## src/rtl/xs_pkg.sv

```systemverilog
package xs_pkg;
  localparam int unsigned XS_HW = 16;
  typedef logic [XS_HW-1:0] half_t;

  // left rotate of one half word by k places
  function automatic half_t rotl(input half_t x, input int unsigned k);
    return half_t'((x << k) | (x >> (XS_HW - k)));
  endfunction

  // modular add of two half words
  function automatic half_t add_w(input half_t x, input half_t y);
    return half_t'(x + y);
  endfunction

  // plus-plus output word of one step, from the pre-step halves
  function automatic half_t pp_word(input half_t s0, input half_t s1, input int unsigned d);
    return add_w(rotl(add_w(s0, s1), d), s0);
  endfunction
endpackage

```

## src/rtl/xs_step.sv

```systemverilog
module xs_step
  import xs_pkg::*;
#(
  parameter int unsigned SH_A = 14,
  parameter int unsigned SH_B = 2,
  parameter int unsigned SH_C = 7,
  parameter int unsigned SH_D = 5
) (
  input  half_t s0_i,
  input  half_t s1_i,
  output half_t s0_o,
  output half_t s1_o,
  output half_t word_o
);
  half_t mix;
  half_t sum_first;

  always_comb begin
    mix       = s1_i ^ s0_i;
    s0_o      = rotl(s0_i, SH_A) ^ mix ^ half_t'(mix << SH_B);
    s1_o      = rotl(mix, SH_C);
    sum_first = add_w(s0_i, s1_i);
    word_o    = pp_word(s0_i, s1_i, SH_D);
  end
endmodule

```

## src/rtl/xs_chain.sv

```systemverilog
module xs_chain
  import xs_pkg::*;
#(
  parameter int unsigned N_STEP = 2,
  parameter int unsigned SH_A   = 14,
  parameter int unsigned SH_B   = 2,
  parameter int unsigned SH_C   = 7,
  parameter int unsigned SH_D   = 5,
  localparam int unsigned ST_W  = 2 * XS_HW,
  localparam int unsigned RN_W  = N_STEP * XS_HW
) (
  input  logic [ST_W-1:0] st_i,
  output logic [ST_W-1:0] st_o,
  output logic [RN_W-1:0] rn_o
);
  half_t lo_s [N_STEP+1];
  half_t hi_s [N_STEP+1];

  assign lo_s[0] = st_i[XS_HW-1:0];
  assign hi_s[0] = st_i[ST_W-1:XS_HW];

  for (genvar g = 0; g < N_STEP; g++) begin : g_step
    half_t w;
    xs_step #(.SH_A(SH_A), .SH_B(SH_B), .SH_C(SH_C), .SH_D(SH_D)) u_step (
      .s0_i   (lo_s[g]),
      .s1_i   (hi_s[g]),
      .s0_o   (lo_s[g+1]),
      .s1_o   (hi_s[g+1]),
      .word_o (w)
    );
    assign rn_o[g*XS_HW +: XS_HW] = w;
  end

  assign st_o = {hi_s[N_STEP], lo_s[N_STEP]};
endmodule

```

## src/rtl/xs_dual_top.sv

```systemverilog
module xs_dual_top
  import xs_pkg::*;
#(
  parameter int unsigned N_STEP = 2,
  parameter int unsigned SH_A   = 14,
  parameter int unsigned SH_B   = 2,
  parameter int unsigned SH_C   = 7,
  parameter int unsigned SH_D   = 5,
  localparam int unsigned ST_W  = 2 * XS_HW,
  localparam int unsigned RN_W  = N_STEP * XS_HW
) (
  input  logic            clk,
  input  logic            rst_n,
  input  logic            go,
  input  logic [ST_W-1:0] seed_in,
  output logic [ST_W-1:0] state_out,
  output logic [RN_W-1:0] rand_out,
  output logic            rand_vld
);
  logic [ST_W-1:0] nxt_state;
  logic [RN_W-1:0] nxt_rand;
  logic            load_ev;

  assign load_ev = go;

  xs_chain #(
    .N_STEP(N_STEP), .SH_A(SH_A), .SH_B(SH_B), .SH_C(SH_C), .SH_D(SH_D)
  ) u_chain (
    .st_i (seed_in),
    .st_o (nxt_state),
    .rn_o (nxt_rand)
  );

  always_ff @(posedge clk or negedge rst_n) begin
    if (!rst_n) begin
      state_out <= '0;
      rand_out  <= '0;
      rand_vld  <= 1'b0;
    end else begin
      rand_vld <= load_ev;
      if (load_ev) begin
        state_out <= nxt_state;
        rand_out  <= nxt_rand;
      end
    end
  end
endmodule

```

## config.mk

```make
export PLATFORM = sky130hd
export DESIGN_NAME = xs_dual_top
export DESIGN_NICKNAME = d
export VERILOG_FILES = /design/src/rtl/xs_pkg.sv /design/src/rtl/xs_step.sv /design/src/rtl/xs_chain.sv /design/src/rtl/xs_dual_top.sv
export SDC_FILE = /design/constraint.sdc
export NUM_CORES = 1
export LEC_CHECK = 0
export CAP_MARGIN = 20
export CORE_MARGIN = 2
export CORE_UTILIZATION = 50
export CTS_CLUSTER_DIAMETER = 40
export DETAILED_ROUTE_END_ITERATION = 16
export PLACE_DENSITY_LB_ADDON = 0.2
export RECOVER_POWER = 50
export SKIP_CTS_REPAIR_TIMING = 1
export SLEW_MARGIN = 0
export SYNTH_ARGS = -nofsm -noshare
export SYNTH_HDL_FRONTEND = slang
export SYNTH_HIERARCHICAL = 1
export SYNTH_SLANG_ARGS = --single-unit
```

## constraint.sdc

```tcl
create_clock -name clk -period 1.1 [get_ports clk]
set_clock_uncertainty 0.2 [all_clocks]
set_input_delay 0.165 -clock clk [delete_from_list [all_inputs] [get_ports clk]]
set_output_delay 0.165 -clock clk [all_outputs]
set_load 0.01 [all_outputs]
```

### Yosys cells after proc, flatten, opt, wreduce, memory -nomap -nowiden

Cells that the tools add are included.

| storage, ports and cells | value |
|---|---|
| flip-flop bits (word level) | 65 |
| input bits | 35 |
| output and inout port bits | 65 |
| word-level logic and storage cells | 19 |

| operators by class | value |
|---|---|
| add/sub/neg operators | 4 |
| bitwise logic cells | 12 |

Operators by type and width:

| cell | number |
|---|---|
| $xor A16 B16 Y16 | 6 |
| $add A16 B16 Y16 | 4 |
| $or A16 B14 Y16 | 2 |
| $or A16 B5 Y16 | 2 |
| $or A16 B7 Y16 | 2 |

### Logic depth before layout (Yosys ltp)

Gate-level depths: netlist (run 1).

| logic depth | value |
|---|---|
| word-level depth | 6 |
| depth in mapped cells | 21 |
| gate-level depth less buffers | 19 |

### Cells and area by module

Netlist (run 1), hierarchy kept.

Modules (own cells, without submodules):

| module | instances | cells an instance | area each (µm²) | sequential area each (µm²) |
|---|---|---|---|---|
| xs_dual_top | 1 | 136 | 2703.8 | 1626.6 |
| xs_step at u_chain.g_step[0].u_step | 1 | 231 | 1794.2 | 0.0 |
| xs_step at u_chain.g_step[1].u_step | 1 | 223 | 1655.3 | 0.0 |

### Worst setup path after synthesis (run 1)

OpenSTA, ideal clock, no wires.

| path | value |
|---|---|
| path type | input port to flip-flop |
| start | input seed_in[2] |
| end | register rand_out[29] |
| setup time | 0.125 ns |
| arrival | 4.360 ns |
| required time | 0.775 ns |
| setup slack | -3.585 ns |
| stages | 20 |
| buffers on the path | 2 |
| cell sequence | ha_1 -> buf_6 -> xnor2_1 -> xnor2_1 -> ha_1 -> clkbuf_1 -> a211oi_1 -> o21a_1 -> o21ai_0 -> a21oi_1 -> o21ai_0 -> xor2_1 -> ha_1 -> or4_1 -> a311oi_2 -> nor3_1 -> or4_1 -> o311ai_1 -> xnor2_1 -> mux2_2 |

RTL lines:

| what | line | source |
|---|---|---|
| start: declaration | xs_dual_top.sv:15 | `input logic [ST_W-1:0] seed_in,` |
| end signal: assignment | xs_dual_top.sv:43 | `rand_out <= nxt_rand;` |
| end: declaration | xs_dual_top.sv:17 | `output logic [RN_W-1:0] rand_out,` |

==> results of run 1 <==
## power breakdown
part           total, W  switching, W  internal (W)
clock           0.00329       0.00118       0.00211
combinational    0.0262        0.0123        0.0139
sequential      0.00444      0.000853       0.00359
total            0.0340        0.0144        0.0196
## per-layer routing
metal  share of wire (%)  track usage [%]  vias up
met5                   0                0        -
met4                  12            15.58        0
met3                  11            5.166      380
met2                  46            59.84      761
met1                  32            35.52     3678
li1                    -                -     2946
## registers in the layout, summed over array words and instances, names as in the netlist
register and count:
rand_out 32, rand_vld 1, state_out 32
## worst reg2reg max path, delay by kind of cell, from the launching register on
| family | cells | cell delay, ns |
|---|---|---|
| buf+inv | 2 | 0.27 |
| flops | 1 | 0.40 |
| mux | 1 | 0.32 |
## final timing paths
path	from	to	slack (ns)	cells past startpoint
min in group asynchronous	rst_n	state_out[22]	0.24	3
max in group asynchronous	rst_n	state_out[0]	0.07	3
max	seed_in[1]	rand_out[28]	-3.59	19
max reg2reg	rand_out[28]	rand_out[28]	-0.23	3
min	go	state_out[6]	0.16	3
min reg2reg	rand_out[7]	rand_out[7]	0.32	1
## per-stage QoR
stage	hold WS, ns	std cells
6_report	0.1628	1147
5_1_grt	0.1731	1147
4_1_cts	-0.3556	1052
3_5_place_dp	0.007345	1036
3_3_place_gp	-0.005251	1036
2_1_floorplan	-0.3306	590
## layout make-up
| cell class | instances | area (um2) | area share (%) |
|---|---|---|---|
| multi-input combinational | 485 | 5906 | 51.40 |
| timing repair buffer | 425 | 3416 | 29.73 |
| sequential | 65 | 1627 | 14.16 |
| clock buffer | 14 | 264.0 | 2.298 |
| tap | 147 | 183.9 | 1.601 |
| clock inverter | 2 | 60.06 | 0.5227 |
| inverter | 9 | 33.78 | 0.2940 |
## placed cells by master, fill, tap and decap left out, drive strengths merged, types with 2 or more instances in the layout
master / instances
or2: 2
a22oi: 2
o21ai: 26
fa: 4
nand2b: 2
buf: 349
o211ai: 9
inv: 9
a41oi: 3
nor2: 26
mux2: 64
nand3b: 3
o31ai: 2
a211o: 3
nand2: 24
clkbuf: 79
and3: 3
xnor2: 93
a21o: 22
dfrtp: 65
nand4: 2
ha: 60
nor2b: 5
nand3: 6
xor2: 22
a211oi: 13
o21bai: 6
nor3: 12
nor3b: 2
a311o: 2
or4: 3
bufinv: 2
a31oi: 2
a2111oi: 3
dlymetal6s2s: 10
o21a: 2
a21oi: 47
## Yosys cell counts (4+ instances only)
cell type  number
xnor2_1        93
dfrtp_1        65
ha_1           60
mux2_4         60
a21oi_1        47
nor2_1         26
nand2_1        24
a21o_1         22
xor2_1         22
o21ai_0        21
clkbuf_1       15
a211oi_1       13
nor3_1         12
inv_1           9
o211ai_1        9
buf_6           7
buf_12          6
nand3_1         6
o21bai_1        6
nor2b_1         5
o21ai_1         5
fa_1            4
mux2_2          4
## cells by family after synthesis
family / Yosys count / synth area share, %
multiplexers: 64 / 15.37
AO/OA/AOI/OAI: 149 / 16.08
XOR/XNOR: 115 / 16.37
AND/OR/NAND/NOR: 93 / 7.218
flip-flops: 65 / 26.43
buffers and inverters: 40 / 5.022
adder cells (fa/ha/maj): 64 / 13.50
==> run metrics, run 1 <==
boundary pin count 100; average cell area after synthesis 10.43 um2; clk_lat worst skew 0.35 ns; fraction of the cycle the final worst path needs 426.1%; kind of launch point of the worst setup path input pin; top cell type's share of synthesized area 26.43%; min Tclk post-route 4.687 ns; violated checks negative setup slack; total number of placement rows 40; type of the setup path with the least slack input pin to flip-flop; peak supply drop 1.608 mV; number of buffer and inverter instances along the worst setup path 3; critical path endpoint category flip-flop; number of global-route vias before repair 6405; Final Setup Violations 129; Antenna diodes 0; Top delay family on crit path compound AO/OA/AOI/OAI gates; synth warn 6; Final ANT Viol Nets 0; top area cells in the synthesized netlist dfrtp_1, mux2_4, xnor2_1; instance count of the mapped netlist 590; Clk pin slew, worst setup/hold paths 0.06 ns; Yosys top cell by area dfrtp_1; CTS H-tree depth 3; maximum number of buffers from clock root to sink 2; # fillers 271; Placement Setup Slack -3.812 ns; die span in x 114.9 um; detailed-router iteration count before antenna repair 7; summed negative setup slack over all endpoints -126.07 ns; post-layout util 95.66%; Cell Pwr Density 2957 nW/um2; Max Slew Vio Count 0; overall die height 114.9 um; HPWL after detailed placement 16.41 mm; Final Hold Fails 0; Final Total Pwr 0.03397 W; flip-flop and latch count after synthesis 65; critical-path maximum fanout 4; total of buffers placed on input and output ports 99; data required time at the worst endpoint 1.12 ns; area of the mapped netlist 6153 um2; number of enable flip-flop cells after synthesis 0; total track usage 32.19%; wire length of the first global-routing pass 32.66 mm; CTS sink count 65; sum of overflow across all layers after global routing 0; Synthesized Nets 689; remaining routing DRC violations 0; finished layout cell area 11490 um2; Synth Flop Type dfrtp_1; kind of path behind the tightest hold check input pin to flip-flop; GP Congestion 0.9540; Worst Max-Slew Pin Slew 0.7180 ns; number of antenna violations at the first check in global routing 0; reported max-cap violation count 0; routed len/inst 30.15 um; starting utilization of the core area 51.23%; Leak 5.458 nW; cts bufs inserted 9; layout cell share with drive strength beyond 1 66.90%; total number of vias 7765; CTS tree done; largest net degree at the start of global routing 66; Post-DP Area 9607 um2; Fmax achieved 213.3 MHz; overall die area 13210 um2; number of violations reported at the end of detailed-routing iteration 0 848; sequential element share of the synthesized area 26.43%; signed area change from the synthesized netlist to the final layout 86.72%; cell at the root of the clock tree clkbuf_16; status finished, violations left; area of the placeable core 12010 um2; async set-or-reset flop fraction in the synthesized netlist 100.0%; critical path, cell by cell buf_8 > ha_4 > xor2_4 > ha_4 > a211oi_2 > o21bai_1 > a21oi_2 > o21ai_2 > buf_4 > a211o_1 > o211ai_1 > ha_2 > a211o_1 > o211ai_1 > a22oi_2 > a211oi_2 > buf_4 > xnor2_2 > mux2_4; detail-routed via count per cell 6.770; setup repair after global routing missed its margin true; final setup slack of the worst path -3.587 ns; cell with the biggest individual delay on the critical path xor2_4; Worst EP arrival 4.71 ns; Slew headroom 52.13%; CP peak stage delay 0.43 ns; count of cell types in the netlist 52; number of nets at the end of the flow 1094; Routed WL 34.58 mm
Note: power is estimated with default switching activity, not from simulation.
==> run 2, diff against run 1 <==
--- a/config.mk
+++ b/config.mk
@@ -6,7 +6,6 @@
 export NUM_CORES = 1
 export LEC_CHECK = 0
 export CAP_MARGIN = 20
-export CORE_MARGIN = 2
 export CORE_UTILIZATION = 50
 export CTS_CLUSTER_DIAMETER = 40
 export DETAILED_ROUTE_END_ITERATION = 16
==> run metrics, run 2 (synthesis gave the netlist of run 1 again) <==
status finished, violations left; violated checks negative setup slack; total number of vias 7189 (-7.4%); routed len/inst 27.42 um (-9.0%); overall die area 12750 um2 (-3.5%); final non-filler cell total 1120 (-2.4%); peak supply drop 1.420 mV (-12%); kind of launch point of the worst setup path input pin; critical path endpoint category flip-flop; Fmax achieved 224.3 MHz (+5.1%); final setup slack of the worst path -3.359 ns (+0.2281 ns); cell with the biggest individual delay on the critical path ha_1; largest net degree at the start of global routing 66 (unchanged); P_int 0.01951 W (-0.46%); Final Setup Violations 129 (unchanged); Leak 5.345 nW (-2.1%); total number of placement rows 40 (unchanged); power spent charging and discharging nets 0.01396 W (-2.9%); commonest non-fill, non-tap cell in the layout buf_4; die span in x 112.9 um (-1.7%); Placement Setup Slack -3.989 ns (-0.1769 ns); area of the placeable core 12010 um2 (unchanged); number of global-route vias before repair 6154 (-3.9%); switching power share of the total 41.70% (-0.59 points); signed area change from the synthesized netlist to the final layout 84.18%; cell at the root of the clock tree clkbuf_16; Placed Instances 1029 (-0.68%); part of the total power dissipated in combinational logic 76.3% (-0.9 points); total of buffers placed on input and output ports 99 (unchanged); number of violations reported at the end of detailed-routing iteration 0 662 (-22%); kind of path behind the tightest hold check input pin to flip-flop; CTS sink count 65 (unchanged); post-layout util 94.35% (-1.3 points); Routed WL 30.71 mm (-11%); CTS tree done; clk_lat worst skew 0.35 ns (about the same); sum of overflow across all layers after global routing 0 (unchanged); Max Slew Vio Count 0 (unchanged); commonest cells after routing, fill and taps aside buf_4, dfrtp_1, mux2_4, clkbuf_2, buf_6; reported max-cap violation count 0 (unchanged); fraction of the cycle the final worst path needs 405.4% (-21 points); detail-routed via count per cell 6.419 (-5.2%); Final ANT Viol Nets 0 (unchanged); number of buffer and inverter instances along the worst setup path 3 (unchanged); # fillers 313 (+15%); registers with the most flip-flops rand_out: 32 flops, state_out: 32 flops, rand_vld: 1 flops; CTS H-tree depth 3 (unchanged); starting utilization of the core area 51.23% (unchanged); CP peak stage delay 0.38 ns (-0.05 ns); Clk pwr share 10.6% (+0.9 points); type of the setup path with the least slack input pin to flip-flop; number of nets at the end of the flow 1067 (-2.5%); GP Congestion 0.9078 (-4.8%); setup repair after global routing missed its margin true; data required time at the worst endpoint 1.13 ns (about the same); critical-path maximum fanout 4 (unchanged); Post-DP Area 9617 um2 (+0.10%); Final Hold Fails 0 (unchanged); Slew headroom 48.11% (-4.0 points); Antenna diodes 0 (unchanged); cts bufs inserted 9 (unchanged); layout cell share with drive strength beyond 1 65.47% (-1.4 points); Top delay family on crit path compound AO/OA/AOI/OAI gates; remaining routing DRC violations 0 (unchanged); Clk pin slew, worst setup/hold paths 0.06 ns (about the same); Cell Pwr Density 2953 nW/um2 (-0.11%); number of antenna violations at the first check in global routing 0 (unchanged); total track usage 32.46% (+0.28 points); HPWL after detailed placement 15.97 mm (-2.7%); finished layout cell area 11330 um2 (-1.4%); critical path, cell by cell buf_6 > ha_4 > xor2_4 > ha_4 > a211oi_4 > o21bai_4 > a21oi_4 > o21ai_2 > buf_6 > a211o_1 > o211ai_1 > ha_1 > a211o_1 > o211ai_1 > a22oi_2 > a211oi_2 > buf_4 > xnor2_2 > mux2_4; detailed-router iteration count before antenna repair 6 (-1); maximum number of buffers from clock root to sink 2 (unchanged); min Tclk post-route 4.459 ns (-0.2281 ns); Worst Max-Slew Pin Slew 0.7702 ns (+0.05218 ns); overall die height 112.9 um (-1.7%); Seq pwr share 13.1% (about the same); Worst EP arrival 4.49 ns (-0.22 ns); Final Total Pwr 0.03347 W (-1.5%); wire length of the first global-routing pass 31.51 mm (-3.5%); boundary pin count 100 (unchanged)
[run 2: final cells by class]
type / count / area [um2] / share of cell area [%]
flip-flops and latches: 65 / 1627 / 14.35
clock buffers: 10 / 239.0 / 2.109
clock inverters: 6 / 115.1 / 1.016
repair buffers: 398 / 3266 / 28.81
multi-input cells: 485 / 5869 / 51.79
well taps: 147 / 183.9 / 1.623
inverters: 9 / 33.78 / 0.2981
[run 2: per-stage QoR]
stage	hold WS (ns)	TNS (ns)
after global placement	-0.004115	-156.23
after global routing	0.07306	-117.30
final	0.08102	-113.98
after CTS	-0.3544	-162.18
after floorplan	-0.3306	-99.84
after detailed placement	0.01381	-159.62
[run 2: layer usage]
layer / wire length, um / track usage [%]
met2: 15050 / 60.49
met5: 0 / 0
met4: 2956 / 17.72
met1: 10130 / 35.73
met3: 2571 / 4.285
[run 2: worst paths after layout]
kind | startpoint | endpoint | slack [ns] | cells after the start
max reg2reg | rand_out[1] | rand_out[1] | -0.16 | 3
min reg2reg | state_out[1] | state_out[1] | 0.33 | 1
min in group asynchronous | rst_n | rand_vld | 0.25 | 3
max in group asynchronous | rst_n | rand_out[15] | 0.07 | 3
max | seed_in[17] | rand_out[28] | -3.36 | 19
min | go | rand_out[23] | 0.08 | 3
[run 2: power by group through the flow]
stage	combinational (W)	clock [W]	sequential, W
after floorplan	0.0107	0	0.00473
after global placement	0.0188	0	0.00419
after detailed placement	0.0194	0	0.00428
after CTS	0.0196	0.00351	0.00429
after global routing	0.0264	0.00365	0.00446
final	0.0255	0.00355	0.00439
[run 2: worst min-delay path, cell delays in order]
cell    delay (ns)
buf_4         0.16
buf_4         0.14
mux2_4        0.14
==> run 3, diff against run 2 <==
--- a/config.mk
+++ b/config.mk
@@ -9,6 +9,7 @@
 export CORE_UTILIZATION = 50
 export CTS_CLUSTER_DIAMETER = 40
 export DETAILED_ROUTE_END_ITERATION = 16
+export GPL_TIMING_DRIVEN = 0
 export PLACE_DENSITY_LB_ADDON = 0.2
 export RECOVER_POWER = 50
 export SKIP_CTS_REPAIR_TIMING = 1
==> run metrics, run 3 (synthesis gave the netlist of run 1 again) <==
routed len/inst 22.18 um (-19%); Slew headroom 57.63% (+9.5 points); commonest cells after routing, fill and taps aside buf_4, clkbuf_2, dfrtp_1, mux2_4, xnor2_1; kind of path behind the tightest hold check input pin to async pin; overall die height 112.9 um (unchanged); number of global-route vias before repair 5096 (-17%); die span in x 112.9 um (unchanged); Post-DP Area 8284 um2 (-14%); Max Slew Vio Count 0 (unchanged); Leak 4.585 nW (-14%); critical path endpoint category flip-flop; registers with the most flip-flops rand_out: 32 flops, state_out: 32 flops, rand_vld: 1 flops; Antenna diodes 0 (unchanged); remaining routing DRC violations 0 (unchanged); fraction of the cycle the final worst path needs 398.3% (-7.1 points); HPWL after detailed placement 13.06 mm (-18%); cts bufs inserted 9 (unchanged); Clk pin slew, worst setup/hold paths 0.06 ns (about the same); clk_lat worst skew 0.34 ns (about the same); Max Used Layer met4; cell with the biggest individual delay on the critical path or4_4; total track usage 27.42% (-5.0 points); Routed WL 21.56 mm (-30%); overall die area 12750 um2 (unchanged); setup repair after global routing missed its margin true; total number of vias 5775 (-20%); post-layout util 84.92% (-9.4 points); kind of launch point of the worst setup path input pin; # fillers 600 (+92%); Worst Max-Slew Pin Slew 0.6355 ns (-0.1347 ns); GP Congestion 0.9890 (+8.9%); CTS tree done; commonest non-fill, non-tap cell in the layout buf_4; cell at the root of the clock tree clkbuf_16; detailed-router iteration count before antenna repair 5 (-1); Final ANT Viol Nets 0 (unchanged); source of the worst register-to-register timing path state_out[20]; worst reg2reg setup slack 0 ns (+0.16 ns); critical path, cell by cell buf_8 > ha_4 > buf_8 > xnor2_4 > xnor2_2 > ha_1 > buf_8 > and3_1 > o21ai_1 > o21ai_2 > a21oi_2 > o21ai_2 > xor2_2 > ha_4 > or4_4 > a311oi_4 > nor3_2 > or4_1 > o311ai_2 > xnor2_1 > mux2_4; starting utilization of the core area 51.23% (unchanged); total number of placement rows 40 (unchanged); wire length of the first global-routing pass 26.63 mm (-15%); type of the setup path with the least slack input pin to flip-flop; layout cell share with drive strength beyond 1 57.09% (-8.4 points); Worst EP arrival 4.41 ns (-0.08 ns); Cell Pwr Density 2715 nW/um2 (-8.1%); final hold slack -0.3701 ns (-0.4512 ns); sum of overflow across all layers after global routing 0 (unchanged); CTS sink count 65 (unchanged); Final Setup Violations 129 (unchanged); summed negative setup slack over all endpoints -110.03 ns (+3.943 ns); status finished, violations left; met2 wirelength from detailed routing 11.12 mm (-26%); maximum number of buffers from clock root to sink 2 (unchanged); min Tclk post-route 4.382 ns (-0.07760 ns); Final Total Pwr 0.02769 W (-17%); data required time at the worst endpoint 1.12 ns (about the same); number of cells on the worst reg-to-reg path 2 (-1); critical-path maximum fanout 6 (+2); dominant cell type by count on the critical path buf_8; detail-routed via count per cell 5.941 (-7.4%); CP peak stage delay 0.52 ns (+0.14 ns); finished layout cell area 10200 um2 (-10%); number of violations reported at the end of detailed-routing iteration 0 311 (-53%); violated checks negative hold slack, negative setup slack; number of nets at the end of the flow 919 (-14%); wire length the detailed router placed on met1 8.244 mm (-19%); signed area change from the synthesized netlist to the final layout 65.76%; total met3 wirelength after detailed routing 1.049 mm (-59%); total of buffers placed on input and output ports 99 (unchanged); Fmax achieved 228.2 MHz (+1.8%); area of the placeable core 12010 um2 (unchanged); largest net degree at the start of global routing 43 (-35%); CTS H-tree depth 3 (unchanged); Final Hold Fails 23 (+23); number of antenna violations at the first check in global routing 0 (unchanged); boundary pin count 100 (unchanged); reported max-cap violation count 0 (unchanged); peak supply drop 1.445 mV (+1.7%); capture point of the worst reg-to-reg path state_out[20]; final setup slack of the worst path -3.282 ns (+0.07760 ns)
==> run 3: cell count changes in the layout (fill, tap and decap cells not counted), sizes merged <==
cell | before | now
buf | 323 | 167
clkbuf | 73 | 85
dlymetal6s2s | 11 | 7
bufinv | 3 | 4
clkinv | 2 | 1
clkinvlp | 1 | 0
inv | 9 | 10
==> run 3: per-stage QoR <==
step	setup slack, ns	cells
final	-3.282	972
after global routing	-3.375	972
after CTS	-4.422	853
after detailed placement	-4.750	837
after global placement	-4.722	836
after floorplan	-3.244	590
==> run 3: layout make-up <==
cell class                      count  area [um2]  share of cell area (%)
Buffer                             31       486.7                   4.772
Clock buffer                       10       239.0                   2.343
Clock inverter                      6       137.6                   1.349
Inverter                            9       33.78                  0.3312
Multi-Input combinational cell    485        5764                   56.51
Sequential cell                    65        1627                   15.95
Tap cell                          147       183.9                   1.803
Timing Repair Buffer              219        1728                   16.94
==> run 3: how the worst max path moves through the flow <==
stage | start | slack (ns) | cells after the start | endpoint
2_1_floorplan | seed_in[4] | -3.24 | 20 | rand_out[29]
4_1_cts | seed_in[2] | -4.42 | 20 | rand_out[29]
5_1_grt | seed_in[18] | -3.37 | 21 | rand_out[29]
3_3_place_gp | seed_in[2] | -4.72 | 20 | rand_out[29]
3_5_place_dp | seed_in[2] | -4.75 | 20 | rand_out[29]
6_report | seed_in[20] | -3.28 | 21 | rand_out[29]
==> run 3: critical path, delay by kind of cell <==
kind                     cells  cell delay [ns]
buffers and inverters        3             0.38
multiplexers                 1             0.26
AO/OA/AOI/OAI                6             0.94
adder cells (fa/ha/maj)      3             0.80
XOR/XNOR                     4             0.59
AND/OR/NAND/NOR              4             1.26
==> run 3: report_power, final <==
part / leakage (nW) / internal, W / switching, W
registers: 0.760 / 0.00359 / 0.000641
clock network: 0.183 / 0.00252 / 0.00113
logic: 3.64 / 0.0108 / 0.00903
total: 4.59 / 0.0169 / 0.0108
==> run 3: layer usage <==
layer / up-vias / GRT usage [%]
met3: 76 / 2.946
met2: 270 / 47.74
met1: 2831 / 34.14
met5: - / 0
li1: 2598 / -
met4: 0 / 12.98
